$ cat src/rtl/tach_pkg.sv
package tach_pkg;

  typedef enum logic [1:0] {
    EDGE_FALL     = 2'b00,
    EDGE_RISE     = 2'b01,
    EDGE_BOTH     = 2'b10,
    EDGE_BOTH_ALT = 2'b11
  } edge_mode_e;

  typedef enum logic [1:0] {
    DEB_THREE = 2'b00,
    DEB_TWO   = 2'b01,
    DEB_ONE   = 2'b10,
    DEB_OFF   = 2'b11
  } deb_code_e;

  // Number of consecutive stable clocks a debounce code asks for
  function automatic int deb_length(input logic [1:0] code);
    return 3 - int'(code);
  endfunction

endpackage

$ cat src/rtl/tach_input_filter.sv
module tach_input_filter
  import tach_pkg::*;
#(
  parameter int SYNC_STAGES = 2
) (
  input  logic       clk,
  input  logic       rst,
  input  logic       pin,
  input  logic [1:0] deb_code,
  output logic       raw_lvl,
  output logic       clean_lvl
);

  logic [SYNC_STAGES-1:0] sync_q;
  logic                   stable_q;
  logic [1:0]             run_q;
  logic                   bypass;

  generate
    if (SYNC_STAGES == 1) begin : g_one_stage
      always_ff @(posedge clk) begin
        if (rst) sync_q <= '0;
        else     sync_q <= pin;
      end
    end else begin : g_chain
      always_ff @(posedge clk) begin
        if (rst) sync_q <= '0;
        else     sync_q <= {sync_q[SYNC_STAGES-2:0], pin};
      end
    end
  endgenerate

  assign raw_lvl = sync_q[SYNC_STAGES-1];
  assign bypass  = (deb_code == DEB_OFF);

  // A new level must persist for deb_length() clocks before it is accepted
  always_ff @(posedge clk) begin
    if (rst) begin
      stable_q <= 1'b0;
      run_q    <= 2'd0;
    end else if (bypass || raw_lvl == stable_q) begin
      stable_q <= raw_lvl;
      run_q    <= 2'd0;
    end else if (int'(run_q) == deb_length(deb_code) - 1) begin
      stable_q <= raw_lvl;
      run_q    <= 2'd0;
    end else begin
      run_q    <= run_q + 2'd1;
    end
  end

  assign clean_lvl = bypass ? raw_lvl : stable_q;

endmodule

$ cat src/rtl/tach_prescaler.sv
module tach_prescaler #(
  parameter int EXP_W   = 4,
  parameter int MAX_EXP = 11,
  localparam int PRE_W  = 2 * MAX_EXP
) (
  input  logic             clk,
  input  logic             rst,
  input  logic             run,
  input  logic [EXP_W-1:0] exp_sel,
  output logic             tick
);

  logic [PRE_W-1:0] pre_q;
  logic [PRE_W-1:0] limit;
  int               eff_exp;

  always_comb begin
    eff_exp = (int'(exp_sel) > MAX_EXP) ? MAX_EXP : int'(exp_sel);
    limit   = PRE_W'((64'(1) << (2 * eff_exp)) - 64'(1));
  end

  assign tick = run && (pre_q >= limit);

  always_ff @(posedge clk) begin
    if (rst || !run)        pre_q <= '0;
    else if (pre_q >= limit) pre_q <= '0;
    else                    pre_q <= pre_q + PRE_W'(1);
  end

endmodule

$ cat src/rtl/tach_period_counter.sv
module tach_period_counter
  import tach_pkg::*;
#(
  parameter int COUNT_W = 20
) (
  input  logic               clk,
  input  logic               rst,
  input  logic               run,
  input  logic               lvl,
  input  logic [1:0]         edge_mode,
  input  logic               tick,
  output logic [COUNT_W-1:0] value,
  output logic               update,
  output logic               full
);

  localparam logic [COUNT_W-1:0] CNT_MAX = '1;

  logic               lvl_d_q;
  logic               rise, fall, hit;
  logic [COUNT_W-1:0] cnt_q, cnt_inc;
  logic               armed_q;

  always_ff @(posedge clk) begin
    if (rst) lvl_d_q <= 1'b0;
    else     lvl_d_q <= lvl;
  end

  assign rise = lvl & ~lvl_d_q;
  assign fall = ~lvl & lvl_d_q;

  always_comb begin
    unique case (edge_mode)
      EDGE_FALL: hit = fall;
      EDGE_RISE: hit = rise;
      default:   hit = rise | fall;
    endcase
  end

  assign cnt_inc = (tick && cnt_q != CNT_MAX) ? cnt_q + COUNT_W'(1) : cnt_q;

  always_ff @(posedge clk) begin
    if (rst || !run) begin
      cnt_q   <= '0;
      armed_q <= 1'b0;
      value   <= '0;
      update  <= 1'b0;
      full    <= 1'b0;
    end else begin
      update <= 1'b0;
      if (hit) begin
        if (armed_q) begin
          value  <= cnt_inc;
          update <= 1'b1;
          full   <= 1'b1;
        end
        cnt_q   <= '0;
        armed_q <= 1'b1;
      end else if (armed_q) begin
        cnt_q <= cnt_inc;
        if (cnt_inc == CNT_MAX && cnt_q != CNT_MAX) begin
          value  <= CNT_MAX;
          update <= 1'b1;
          full   <= 1'b1;
        end
      end
    end
  end

endmodule

$ cat src/rtl/fan_tach_meter.sv
module fan_tach_meter
  import tach_pkg::*;
#(
  parameter int COUNT_W     = 20,
  parameter int DIV_W       = 4,
  parameter int MAX_DIV_EXP = 11,
  parameter int SYNC_STAGES = 2
) (
  input  logic               clk,
  input  logic               rst,
  input  logic               tach_in,
  input  logic               cfg_enable,
  input  logic               cfg_irq_en,
  input  logic               cfg_limit_below,
  input  logic [1:0]         cfg_debounce,
  input  logic [1:0]         cfg_edge_mode,
  input  logic [DIV_W-1:0]   cfg_div_exp,
  input  logic [COUNT_W-1:0] cfg_threshold,
  input  logic               irq_clear,
  output logic               sts_raw,
  output logic               sts_filtered,
  output logic [COUNT_W-1:0] sts_value,
  output logic               sts_update,
  output logic               sts_full,
  output logic               sts_irq
);

  logic tick;
  logic beyond;
  logic irq_q;

  tach_input_filter #(.SYNC_STAGES(SYNC_STAGES)) u_filter (
    .clk       (clk),
    .rst       (rst),
    .pin       (tach_in),
    .deb_code  (cfg_debounce),
    .raw_lvl   (sts_raw),
    .clean_lvl (sts_filtered)
  );

  tach_prescaler #(.EXP_W(DIV_W), .MAX_EXP(MAX_DIV_EXP)) u_prescaler (
    .clk     (clk),
    .rst     (rst),
    .run     (cfg_enable),
    .exp_sel (cfg_div_exp),
    .tick    (tick)
  );

  tach_period_counter #(.COUNT_W(COUNT_W)) u_counter (
    .clk       (clk),
    .rst       (rst),
    .run       (cfg_enable),
    .lvl       (sts_filtered),
    .edge_mode (cfg_edge_mode),
    .tick      (tick),
    .value     (sts_value),
    .update    (sts_update),
    .full      (sts_full)
  );

  assign beyond = cfg_limit_below ? (sts_value < cfg_threshold)
                                  : (sts_value > cfg_threshold);

  always_ff @(posedge clk) begin
    if (rst)                                   irq_q <= 1'b0;
    else if (sts_update && cfg_irq_en && beyond) irq_q <= 1'b1;
    else if (irq_clear)                        irq_q <= 1'b0;
  end

  assign sts_irq = irq_q;

endmodule

$ cat config.mk
export PLATFORM = sky130hd
export DESIGN_NAME = fan_tach_meter
export DESIGN_NICKNAME = d
export VERILOG_FILES = /design/src/rtl/tach_pkg.sv /design/src/rtl/tach_input_filter.sv /design/src/rtl/tach_prescaler.sv /design/src/rtl/tach_period_counter.sv /design/src/rtl/fan_tach_meter.sv
export SDC_FILE = /design/constraint.sdc
export NUM_CORES = 1
export LEC_CHECK = 0
export CAP_MARGIN = 20
export CORE_AREA = 2 2 102 104
export CTS_BUF_LIST = sky130_fd_sc_hd__clkbuf_16
export CTS_CLUSTER_DIAMETER = 30
export DETAILED_ROUTE_END_ITERATION = 10
export DIE_AREA = 0 0 104 106
export PLACE_DENSITY_LB_ADDON = 0.08
export RECOVER_POWER = 100
export SETUP_SLACK_MARGIN = 0.1
export SLEW_MARGIN = 0
export SYNTH_ARGS = -nofsm -noshare
export SYNTH_HDL_FRONTEND = slang
export SYNTH_SLANG_ARGS = --single-unit
$ cat constraint.sdc
create_clock -name clk -period 5.55 [get_ports clk]
set_input_delay 1.665 -clock clk [delete_from_list [all_inputs] [get_ports clk]]
set_output_delay 1.665 -clock clk [all_outputs]
set_load 0.05 [all_outputs]
## Word-level counts from Yosys, hierarchy flattened

Index checks and enable logic that the tools add are counted.

| word-level totals | value |
|---|---|
| flip-flop bits (word level) | 72 |
| logic and storage cells | 70 |
| output and inout bits | 25 |
| input port bits | 35 |

| operators by class | value |
|---|---|
| $add $sub $neg | 6 |
| shift-type cells | 1 |
| equal/unequal tests | 6 |
| reduce and logical (&&, ||, !) cells | 16 |
| bitwise gates (word level) | 5 |
| mux-type cells | 21 |
| $lt $le $gt $ge | 4 |

Operator list:

| cell | count |
|---|---|
| $mux 20 | 5 |
| $eq 3x32->1 | 1 |
| $shl 1x32->22 const A | 1 |
| $sub 32x2->32 const B | 1 |
| $add 22x1->22 const B | 1 |
| $ge 22x22->1 | 1 |
| $sub 22x2->22 const B | 1 |
| $add 20x1->20 const B | 1 |
| $eq 20x20->1 const B | 1 |
| $gt 20x20->1 | 1 |
| $lt 20x20->1 | 1 |
| $ne 20x20->1 const B | 1 |
| $mux 1 | 14 |
| $reduce_bool 2->1 | 3 |
| $logic_and 1x1->1 | 5 |
| $gt 4x4->1 const B | 1 |
| $mux 4 | 1 |
| $reduce_or 2->1 | 2 |
| $reduce_or 3->1 | 1 |
| $sub 2x2->3 const A | 1 |
| $add 2x1->2 const B | 1 |
| $and 1x1->1 | 2 |
| $eq 2x1->1 const B | 1 |
| $eq 2x2->1 const B | 1 |
| 8 further kinds | 10 |

## Logic depth before layout (Yosys ltp)

Gate-level depths: netlist of the first run.

| logic depth | value |
|---|---|
| depth in word-level cells | 13 |
| depth in mapped cells | 18 |
| depth with buffers taken out | 16 |

## By module

Synthesis of the first run repeated with hierarchy kept, for this count alone.

| second synthesis, totals | value |
|---|---|
| cells, all modules | 605 |
| area total of the unflattened synthesis | 4992.3 µm² |

By module, submodules not included:

| module | cells an instance | seq. area each (µm²) | times used | area an instance (µm²) |
|---|---|---|---|---|
| tach_period_counter | 300 | 880.8 | 1 | 2479.9 |
| tach_prescaler | 203 | 440.4 | 1 | 1681.6 |
| fan_tach_meter | 83 | 20.0 | 1 | 610.6 |
| tach_input_filter | 19 | 100.1 | 1 | 220.2 |

## Worst setup path before layout of the first run

OpenSTA, ideal clock, no wires.

| timing | value |
|---|---|
| path type | input port to flip-flop |
| start point | in cfg_div_exp[3] |
| end point | reg u_counter.update |
| data arrival time | 5305 ps |
| required time | 5481 ps |
| stages | 18 |
| buffers on the path | 2 |
| library setup time | 69 ps |
| slack | 176 ps |
| path through | nor3_1 -> nand2b_1 -> ha_1 -> nor4_1 -> a31oi_1 -> o22a_1 -> ha_1 -> nand4_1 -> nor4_1 -> nand2_1 -> o211a_1 -> a21bo_2 -> nor3_1 -> o22ai_1 -> or4b_1 -> buf_6 -> buf_12 -> a21oi_4 |

| on the way | value |
|---|---|
| cells in the longest elaborated chain, start to end | 13 |

Ends and longest elaborated chain:

| item | line | source |
|---|---|---|
| start: declaration | fan_tach_meter.sv:17 | `input logic [DIV_W-1:0] cfg_div_exp,` |
| $gt 4x4->1 | tach_prescaler.sv:18 | `eff_exp = (int'(exp_sel) > MAX_EXP) ? MAX_EXP : int'(exp_sel);` |
| $mux 4 * | tach_prescaler.sv:18 |  |
| $shl 1x32->22 * | tach_prescaler.sv:19 | `limit = PRE_W'((64'(1) << (2 * eff_exp)) - 64'(1));` |
| $sub 22x2->22 * | tach_prescaler.sv:19 |  |
| $ge 22x22->1 * | tach_prescaler.sv:22 | `assign tick = run && (pre_q >= limit);` |
| $logic_and 1x1->1 * | tach_prescaler.sv:22 |  |
| $logic_and 1x1->1 * | tach_period_counter.sv:40 | `assign cnt_inc = (tick && cnt_q != CNT_MAX) ? cnt_q + COUNT_W'(1) : cnt_q;` |
| $mux 20 * | tach_period_counter.sv:40 |  |
| $eq 20x20->1 * | tach_period_counter.sv:61 | `if (cnt_inc == CNT_MAX && cnt_q != CNT_MAX) begin` |
| $logic_and 1x1->1 * | tach_period_counter.sv:61 |  |
| $mux 1 * | tach_period_counter.sv:61 |  |
| $mux 1 * | tach_period_counter.sv:59 | `end else if (armed_q) begin` |
| $mux 1 * | tach_period_counter.sv:51 | `if (hit) begin` |
| end signal: assignment | tach_period_counter.sv:50 | `update <= 1'b0;` |
| end signal: assignment | tach_period_counter.sv:54 | `update <= 1'b1;` |
| end signal: assignment | tach_period_counter.sv:63 | `update <= 1'b1;` |
| end: declaration | tach_period_counter.sv:13 | `output logic update,` |

Every way passes the cells marked *; elsewhere a longest branch is shown, timed or not.
A chain may end at the register's enable or synchronous reset.

## Worst setup path in the final report of the first run

| timing | value |
|---|---|
| start point | in cfg_debounce[0] |
| end point | out sts_filtered |

| on the way | value |
|---|---|
| cells in the longest elaborated chain, start to end | 2 |

Ends and longest elaborated chain:

| item | line | source |
|---|---|---|
| start: declaration | fan_tach_meter.sv:15 | `input logic [1:0] cfg_debounce,` |
| $eq 2x2->1 | tach_input_filter.sv:34 | `assign bypass = (deb_code == DEB_OFF);` |
| $mux 1 | tach_input_filter.sv:52 | `assign clean_lvl = bypass ? raw_lvl : stable_q;` |
| end: declaration | fan_tach_meter.sv:21 | `output logic sts_filtered,` |

Every way passes these cells.

==> key figures, run 1 <==
Yosys
  – Number of synthesized flops with an enable pin: 0
  – Yosys warnings: 0
  – Async SR Flop Fraction: 0%
  – Syn_nets: a little under 700
  – Synthesized area per cell: between 8 and 9 sq um
  – Cell area after synthesis: 4900 sq um
  – Top-area cell type share of the netlist area: 29.4%
  – Largest area contributor in the netlist: dfxtp_1
  – Sequential share of the synthesized area: 29.4%
  – Dominant synthesized flop cell: dfxtp_1
  – Dominant cells by area after synthesis: dfxtp_1 (29%), ha_1 (13%), nor2_1 (6.8%)
  – Cells after Synth: 609
  – FF+latch count, synth: 72
  – Count of different cell masters after synthesis: 63

Setup path
  – Worst setup startpoint: cfg_debounce[0]
  – CP endpoint: sts_filtered
  – Worst r2r dst: u_counter.value[2]
  – R2r startpoint: u_counter.cnt_q[0]
  – Crit path DAT: approximately 3700 ps
  – Worst setup EP type: output port
  – R2R Setup Slk: 2080 ps
  – Setup CP Type: in -> out
  – Req. time, crit path: 3880 ps
  – CP Launch Type: input pin
  – CP Max Fanout: 3
  – Reg2Reg Depth: 12

Hold path
  – Hold WC Path Type: reg -> reg

Final layout
  – Layout cells sized above 1: around a tenth
  – Fillers: between 900 and 1000
  – Design Area, Final: roughly 6100 sq um
  – Antenna cell count: 0
  – Register area: about 1400 sq um
  – Most frequent cells in the layout: nor2_1 (88), dfxtp_1 (72), nand2_1 (52), ha_1 (48), inv_1 (38)
  – Nets: about 770
  – Multi-input gate area: ~3200 sq um
  – Commonest non-fill, non-tap cell in the layout: nor2_1
  – Fin util: between 60% and 70%
  – Area delta synth->final: 24.8%

Die
  – Die Y: 106 um
  – Initial core utilization: between 40% and 50%
  – DIE AREA: 11000 sq um
  – Cell Rows: 37
  – Die W: between 100 and 150 um
  – I/O Pins: 60
  – Core Region: roughly 10000 sq um

Timing
  – Fin crit share: a little over nine tenths
  – Final Hold Viols: 0
  – Worst Skew: about 6.7 ps
  – Final slew viol count: 0
  – Period minus WS final: between 5000 and 6000 ps
  – Max Clk Rate: roughly 0.19 GHz
  – Relative slew slack: roughly 36%
  – RSZ-0062 raised after global routing: false
  – Actual slew at the worst max-slew pin: around 950 ps
  – Final-report setup violation count: 0

Status
  – Status: finished clean

Route
  – Iter 0 DRT Violations: around 190
  – Routed wire length: about 11 mm
  – Routed Antenna Nets: 0
  – Vias: 4411
  – Post-DR wirelength/cell: roughly 14 um
  – Vias/cell: 5.34
  – DRC: 0
  – Drt pass-1 iters: 4

Global routing
  – Overflow left after global routing: 0
  – Vias in the first global route: about 4100
  – Gr usage total: 21.5%
  – Initial antenna violation count: 0
  – Global-route wire length before repair: approximately 20 mm
  – Largest net degree at the start of global routing: 27

Clock network
  – # H-tree levels: 3
  – CTS Hold Bufs: 0
  – Num Clock Sinks: 72
  – Reg clk slew, reported paths: ~60 ps
  – CTS tree: done
  – Clock Latency Late Sink: 340 ps
  – Clock buffer depth: 2
  – CTS Buf Count: 9
  – Root Buffer Master: clkbuf_16

Pwr
  – PD cells: between 150 and 200 nW/um^2
  – Maximum vdd drop: 0.000162 V
  – Total leakage power: ~2.6 nW

Place
  – Routability Congestion: approximately 0.93
  – IO buf count: slightly below 60
  – Dpl hpwl: between 8 and 9 mm
  – Dpl cell area: about 5800 sq um

Flow run
  – Max_cap viols: 0
through the flow:
| step | worst slack, ps | total power, mW | setup TNS, ps | instances | hold slack, ps |
|---|---|---|---|---|---|
| floorplan | 176 | 0.602 | 0 | 609 | 414 |
| global placement | -295 | 0.650 | -5950 | 804 | 427 |
| detailed placement | -502 | 0.653 | -9840 | 804 | 432 |
| CTS | 98.2 | 1.22 | 0 | 820 | 457 |
| global route | 54.6 | 1.25 | 0 | 826 | 471 |
| finish | 226 | 1.20 | 0 | 826 | 446 |
registers in the layout (all words and copies together) (netlist names), 2 cells and up:
| signal | count |
|---|---|
| u_counter.cnt_q | 20 |
| u_counter.value | 20 |
| u_filter.run_q | 2 |
| u_filter.sync_q | 2 |
| u_prescaler.pre_q | 22 |
routing by layer:
metal	global-route usage, %	share of wire (%)
met4	8.01	1.4
met3	5.15	5.6
met1	31.1	51
met2	31.0	42
met5	0	0
worst max-delay path, stage by stage:
cell and delay, ps:
dlygate4sd3_1 590, ha_1 200, mux2i_1 320, inv_1 100, dlygate4sd3_1 770
layout make-up:
type                       count  share of cell area (%)
clock buffer                   9                    3.68
tap                          136                    2.78
inverter                      37                    2.27
sequential                    72                    23.6
multi-input combinational    470                    52.9
timing repair buffer          95                    13.7
clock inverter                 7                    1.04
cells in the mapped netlist (all sizes together) (9+ instances only):
| master | n |
|---|---|
| nor2 | 89 |
| dfxtp | 72 |
| nand2 | 53 |
| ha | 49 |
| a21oi | 42 |
| inv | 37 |
| xnor2 | 33 |
| xor2 | 28 |
| o21ai | 26 |
| clkbuf | 21 |
| nand3 | 21 |
| nand4 | 17 |
| and3 | 12 |
| a21o | 11 |
| buf | 9 |
where the power goes:
group | switching [mW] | internal [mW]
Combinational | 0.0614 | 0.0558
Clock | 0.214 | 0.343
Sequential | 0.00387 | 0.521
cell families (layout without fill, tap and decap cells):
kind of cell,after synthesis,in the layout,share of synthesized area (%)
XOR/XNOR,61,61,10.9
flip-flops,72,72,29.4
buffers and inverters,67,148,5.87
AND/OR/NAND/NOR,232,232,22.8
multiplexers,5,5,1.05
AO/OA/AOI/OAI,123,123,17.4
adder cells (fa/ha/maj),49,49,12.5
worst min path at each step:
stage,start,endpoint,cells past startpoint
2_1_floorplan,u_filter.sync_q[0],u_filter.sync_q[1],1
3_5_place_dp,u_filter.sync_q[0],u_filter.sync_q[1],1
4_1_cts,u_filter.sync_q[0],u_filter.sync_q[1],1
3_3_place_gp,u_filter.sync_q[0],u_filter.sync_q[1],1
6_report,u_filter.sync_q[0],u_filter.sync_q[1],1
5_1_grt,u_filter.sync_q[0],u_filter.sync_q[1],1
timing repair:
action	4_1_cts	5_1_grt
setup endpoints to repair	22	22
hold endpoints to repair	0	0
setup buffers	0	6
resized for setup	7	24
pin swaps	1	16
No activity file was read; power rests on OpenSTA's default activity.
==> inputs of run 2 (changes only) <==
--- a/config.mk
+++ b/config.mk
@@ -13,7 +13,6 @@
 export DIE_AREA = 0 0 104 106
 export PLACE_DENSITY_LB_ADDON = 0.08
 export RECOVER_POWER = 100
-export SETUP_SLACK_MARGIN = 0.1
 export SLEW_MARGIN = 0
 export SYNTH_ARGS = -nofsm -noshare
 export SYNTH_HDL_FRONTEND = slang
==> run 2 against run 1 <==
Effect of this change:
- via count fell by 0.79%
- critical path depth rose by 15
- final cell count fell by 0.48%
- combinational power barely moved
- sequential power barely moved
- global-route usage barely moved
- final area rose by 0.57%
- maximum frequency fell by 1.7%
==> key figures, run 2 (synthesis gave the netlist of run 1 again) <==
Hold path
  – Hold depth: 1 (unchanged)
  – Critical hold path startpoint: u_filter.sync_q[0] (unchanged)
  – Hold Crit Endpoint: u_filter.sync_q[1] (unchanged)
  – Hold WC Path Type: reg -> reg (unchanged)

Pwr
  – PD cells: 195 nW/um^2 (was 196 nW/um^2)
  – Clock group share of total power: 46.4% (about the same)
  – Switching part of the total: 23.3% (about the same)
  – Total leakage power: 2.53 nW (was 2.55 nW)
  – Design Power: 1.20 mW (about the same)
  – Maximum vdd drop: 0.000162 V (about the same)
  – Comb pwr share: 9.9% (was 9.8%)
  – Switching power: 280 uW (was 279 uW)
  – Cell-internal power: 920 uW (about the same)
  – Flop pwr share: 43.7% (was 43.8%)

Route
  – Drt pass-1 iters: 5 (was 4)
  – Post-DR wirelength/cell: 13.8 um (was 13.9 um)
  – Vias/cell: 5.32 (was 5.34)
  – Vias: 4376 (was 4411)
  – Iter 0 DRT Violations: 178 (was 186)
  – DRC: 0 (unchanged)
  – Routed Antenna Nets: 0 (unchanged)
  – Routed wire length: 11.3 mm (was 11.4 mm)

Place
  – Dpl cells: 804 (unchanged)
  – Dpl hpwl: 8.64 mm (unchanged)
  – IO buf count: 59 (unchanged)
  – Dpl ws: -502 ps (unchanged)
  – Routability Congestion: 0.929 (unchanged)
  – Dpl cell area: 5750 sq um (unchanged)

Clock network
  – # H-tree levels: 3 (unchanged)
  – Num Clock Sinks: 72 (unchanged)
  – Clock buffer depth: 2 (unchanged)
  – Reg clk slew, reported paths: 60 ps (about the same)
  – Root Buffer Master: clkbuf_16 (unchanged)
  – CTS Buf Count: 9 (unchanged)
  – Clock Latency Late Sink: 340 ps (about the same)
  – CTS tree: done (unchanged)

Final layout
  – Area delta synth->final: 25.5% (was 24.8%)
  – Post-Layout Cell Count: 822 (was 826)
  – Largest regs: u_prescaler.pre_q x22, u_counter.cnt_q x20, u_counter.value x20 (unchanged)
  – Layout cells sized above 1: 12.0% (was 10.4%)
  – Biggest register: u_prescaler.pre_q (unchanged)
  – Fin util: 61.5% (was 61.2%)
  – Antenna cell count: 0 (unchanged)
  – Max FFs per register: 22 (unchanged)
  – Nets: 765 (was 769)
  – Design Area, Final: 6150 sq um (was 6120 sq um)
  – Most frequent cells in the layout: nor2_1 (89), dfxtp_1 (72), nand2_1 (51), ha_1 (48), inv_1 (38) (was nor2_1 (88), dfxtp_1 (72), nand2_1 (52), ha_1 (48), inv_1 (38))
  – Commonest non-fill, non-tap cell in the layout: nor2_1 (unchanged)

Global routing
  – Initial antenna violation count: 0 (unchanged)
  – Vias in the first global route: 4147 (was 4137)
  – Gr usage total: 21.6% (was 21.5%)
  – Global-route wire length before repair: 19.6 mm (was 19.5 mm)
  – Largest net degree at the start of global routing: 27 (unchanged)
  – Overflow left after global routing: 0 (unchanged)

Timing
  – WHS: 446 ps (about the same)
  – Final slew viol count: 0 (unchanged)
  – Actual slew at the worst max-slew pin: 960 ps (was 953 ps)
  – Relative slew slack: 36.0% (was 36.5%)
  – Max Clk Rate: 0.185 GHz (was 0.188 GHz)
  – Setup TNS: 0 ps (unchanged)
  – Period minus WS final: 5420 ps (was 5320 ps)
  – Final Hold Viols: 0 (unchanged)
  – Worst Skew: 5.92 ps (was 6.69 ps)
  – Final worst setup slack: 134 ps (was 226 ps)
  – Final-report setup violation count: 0 (unchanged)
  – Fin crit share: 97.6% (was 95.9%)

Status
  – Status: finished clean (unchanged)

Setup path
  – Setup CP Type: in -> reg (was in -> out)
  – CP Max Fanout: 12 (was 3)
  – Worst r2r dst: u_counter.value[4] (was u_counter.value[2])
  – Req. time, crit path: 5810 ps (was 3880 ps)
  – Crit path DAT: 5680 ps (was 3660 ps)
  – CP Launch Type: input pin (unchanged)
  – R2r startpoint: u_counter.cnt_q[0] (unchanged)
  – Worst setup EP type: flip-flop (was output port)
  – Reg2Reg Depth: 12 (unchanged)
  – R2R Setup Slk: 2100 ps (was 2080 ps)

Die
  – Cell Rows: 37 (unchanged)
  – Die Y: 106 um (unchanged)
  – Initial core utilization: 49.0% (unchanged)
  – Die W: 104 um (unchanged)
  – DIE AREA: 11000 sq um (unchanged)
  – Core Region: 10000 sq um (unchanged)
  – I/O Pins: 60 (unchanged)

Flow run
  – Max_cap viols: 0 (unchanged)
[run 2: cell count changes in the layout (fill, tap and decap cells not counted), moves of 3 or more]
cell,delta
a21oi_4,+3
a21oi_1,-6
clkdlybuf4s50_1,+4
dlymetal6s2s_1,-3
buf_4,+3
clkbuf_1,-7
a21oi_2,+3
[run 2: power groups by stage]
stage,Combinational (mW),Clock (mW),Sequential (mW)
4_1_cts,0.119,0.573,0.525
5_1_grt,0.133,0.590,0.525
3_5_place_dp,0.117,0,0.536
6_report,0.119,0.557,0.525
3_3_place_gp,0.114,0,0.536
2_1_floorplan,0.0617,0,0.540
[run 2: final cells by class]
cell class,count,area (sq um)
multi-input combinational,470,3270
tap,136,170
clock inverter,7,63.8
timing repair buffer,91,843
inverter,37,139
sequential,72,1440
fill,912,3850
clock buffer,9,225
[run 2: worst max path at each step]
stage,startpoint,endpoint,cells past startpoint
2_1_floorplan,cfg_div_exp[3],u_counter.update,18
3_3_place_gp,cfg_div_exp[3],u_counter.value[4],18
3_5_place_dp,cfg_div_exp[3],u_counter.value[6],18
4_1_cts,cfg_div_exp[3],u_counter.value[14],18
5_1_grt,cfg_div_exp[1],u_counter.value[2],20
6_report,cfg_div_exp[1],u_counter.value[4],20
[run 2: timing repair]
item                       4_1_cts  5_1_grt
setup endpoints to repair       22       22
hold buffers                     0        0
buffers inserted                 0        2
pin swaps                        0        6
resized for setup                5       17
[run 2: worst max-delay path, stage by stage]
cell             delay [ps]
clkdlybuf4s50_1         430
nor3_2                  260
nand2b_1                140
ha_2                    210
buf_4                   160
nor3_2                  150
a21oi_1                  60
o21a_1                  180
ha_1                    260
nand2_1                 100
o21ai_0                 160
a21oi_4                 270
buf_4                   170
a21bo_2                 160
buf_4                   140
o211ai_1                110
a21oi_1                 210
or4b_4                  500
buf_6                   190
a21oi_1                 140
[run 2: layer usage]
metal / global-route usage [%] / up-vias / wire length, um / part of all wire [%]
met2: 31.1 / 122 / 4750 / 42
li1: - / 2245 / - / -
met1: 31.1 / 1997 / 5810 / 51
met4: 8.01 / 0 / 167 / 1.5
met3: 5.15 / 12 / 620 / 5.5
met5: 0 / - / 0 / 0
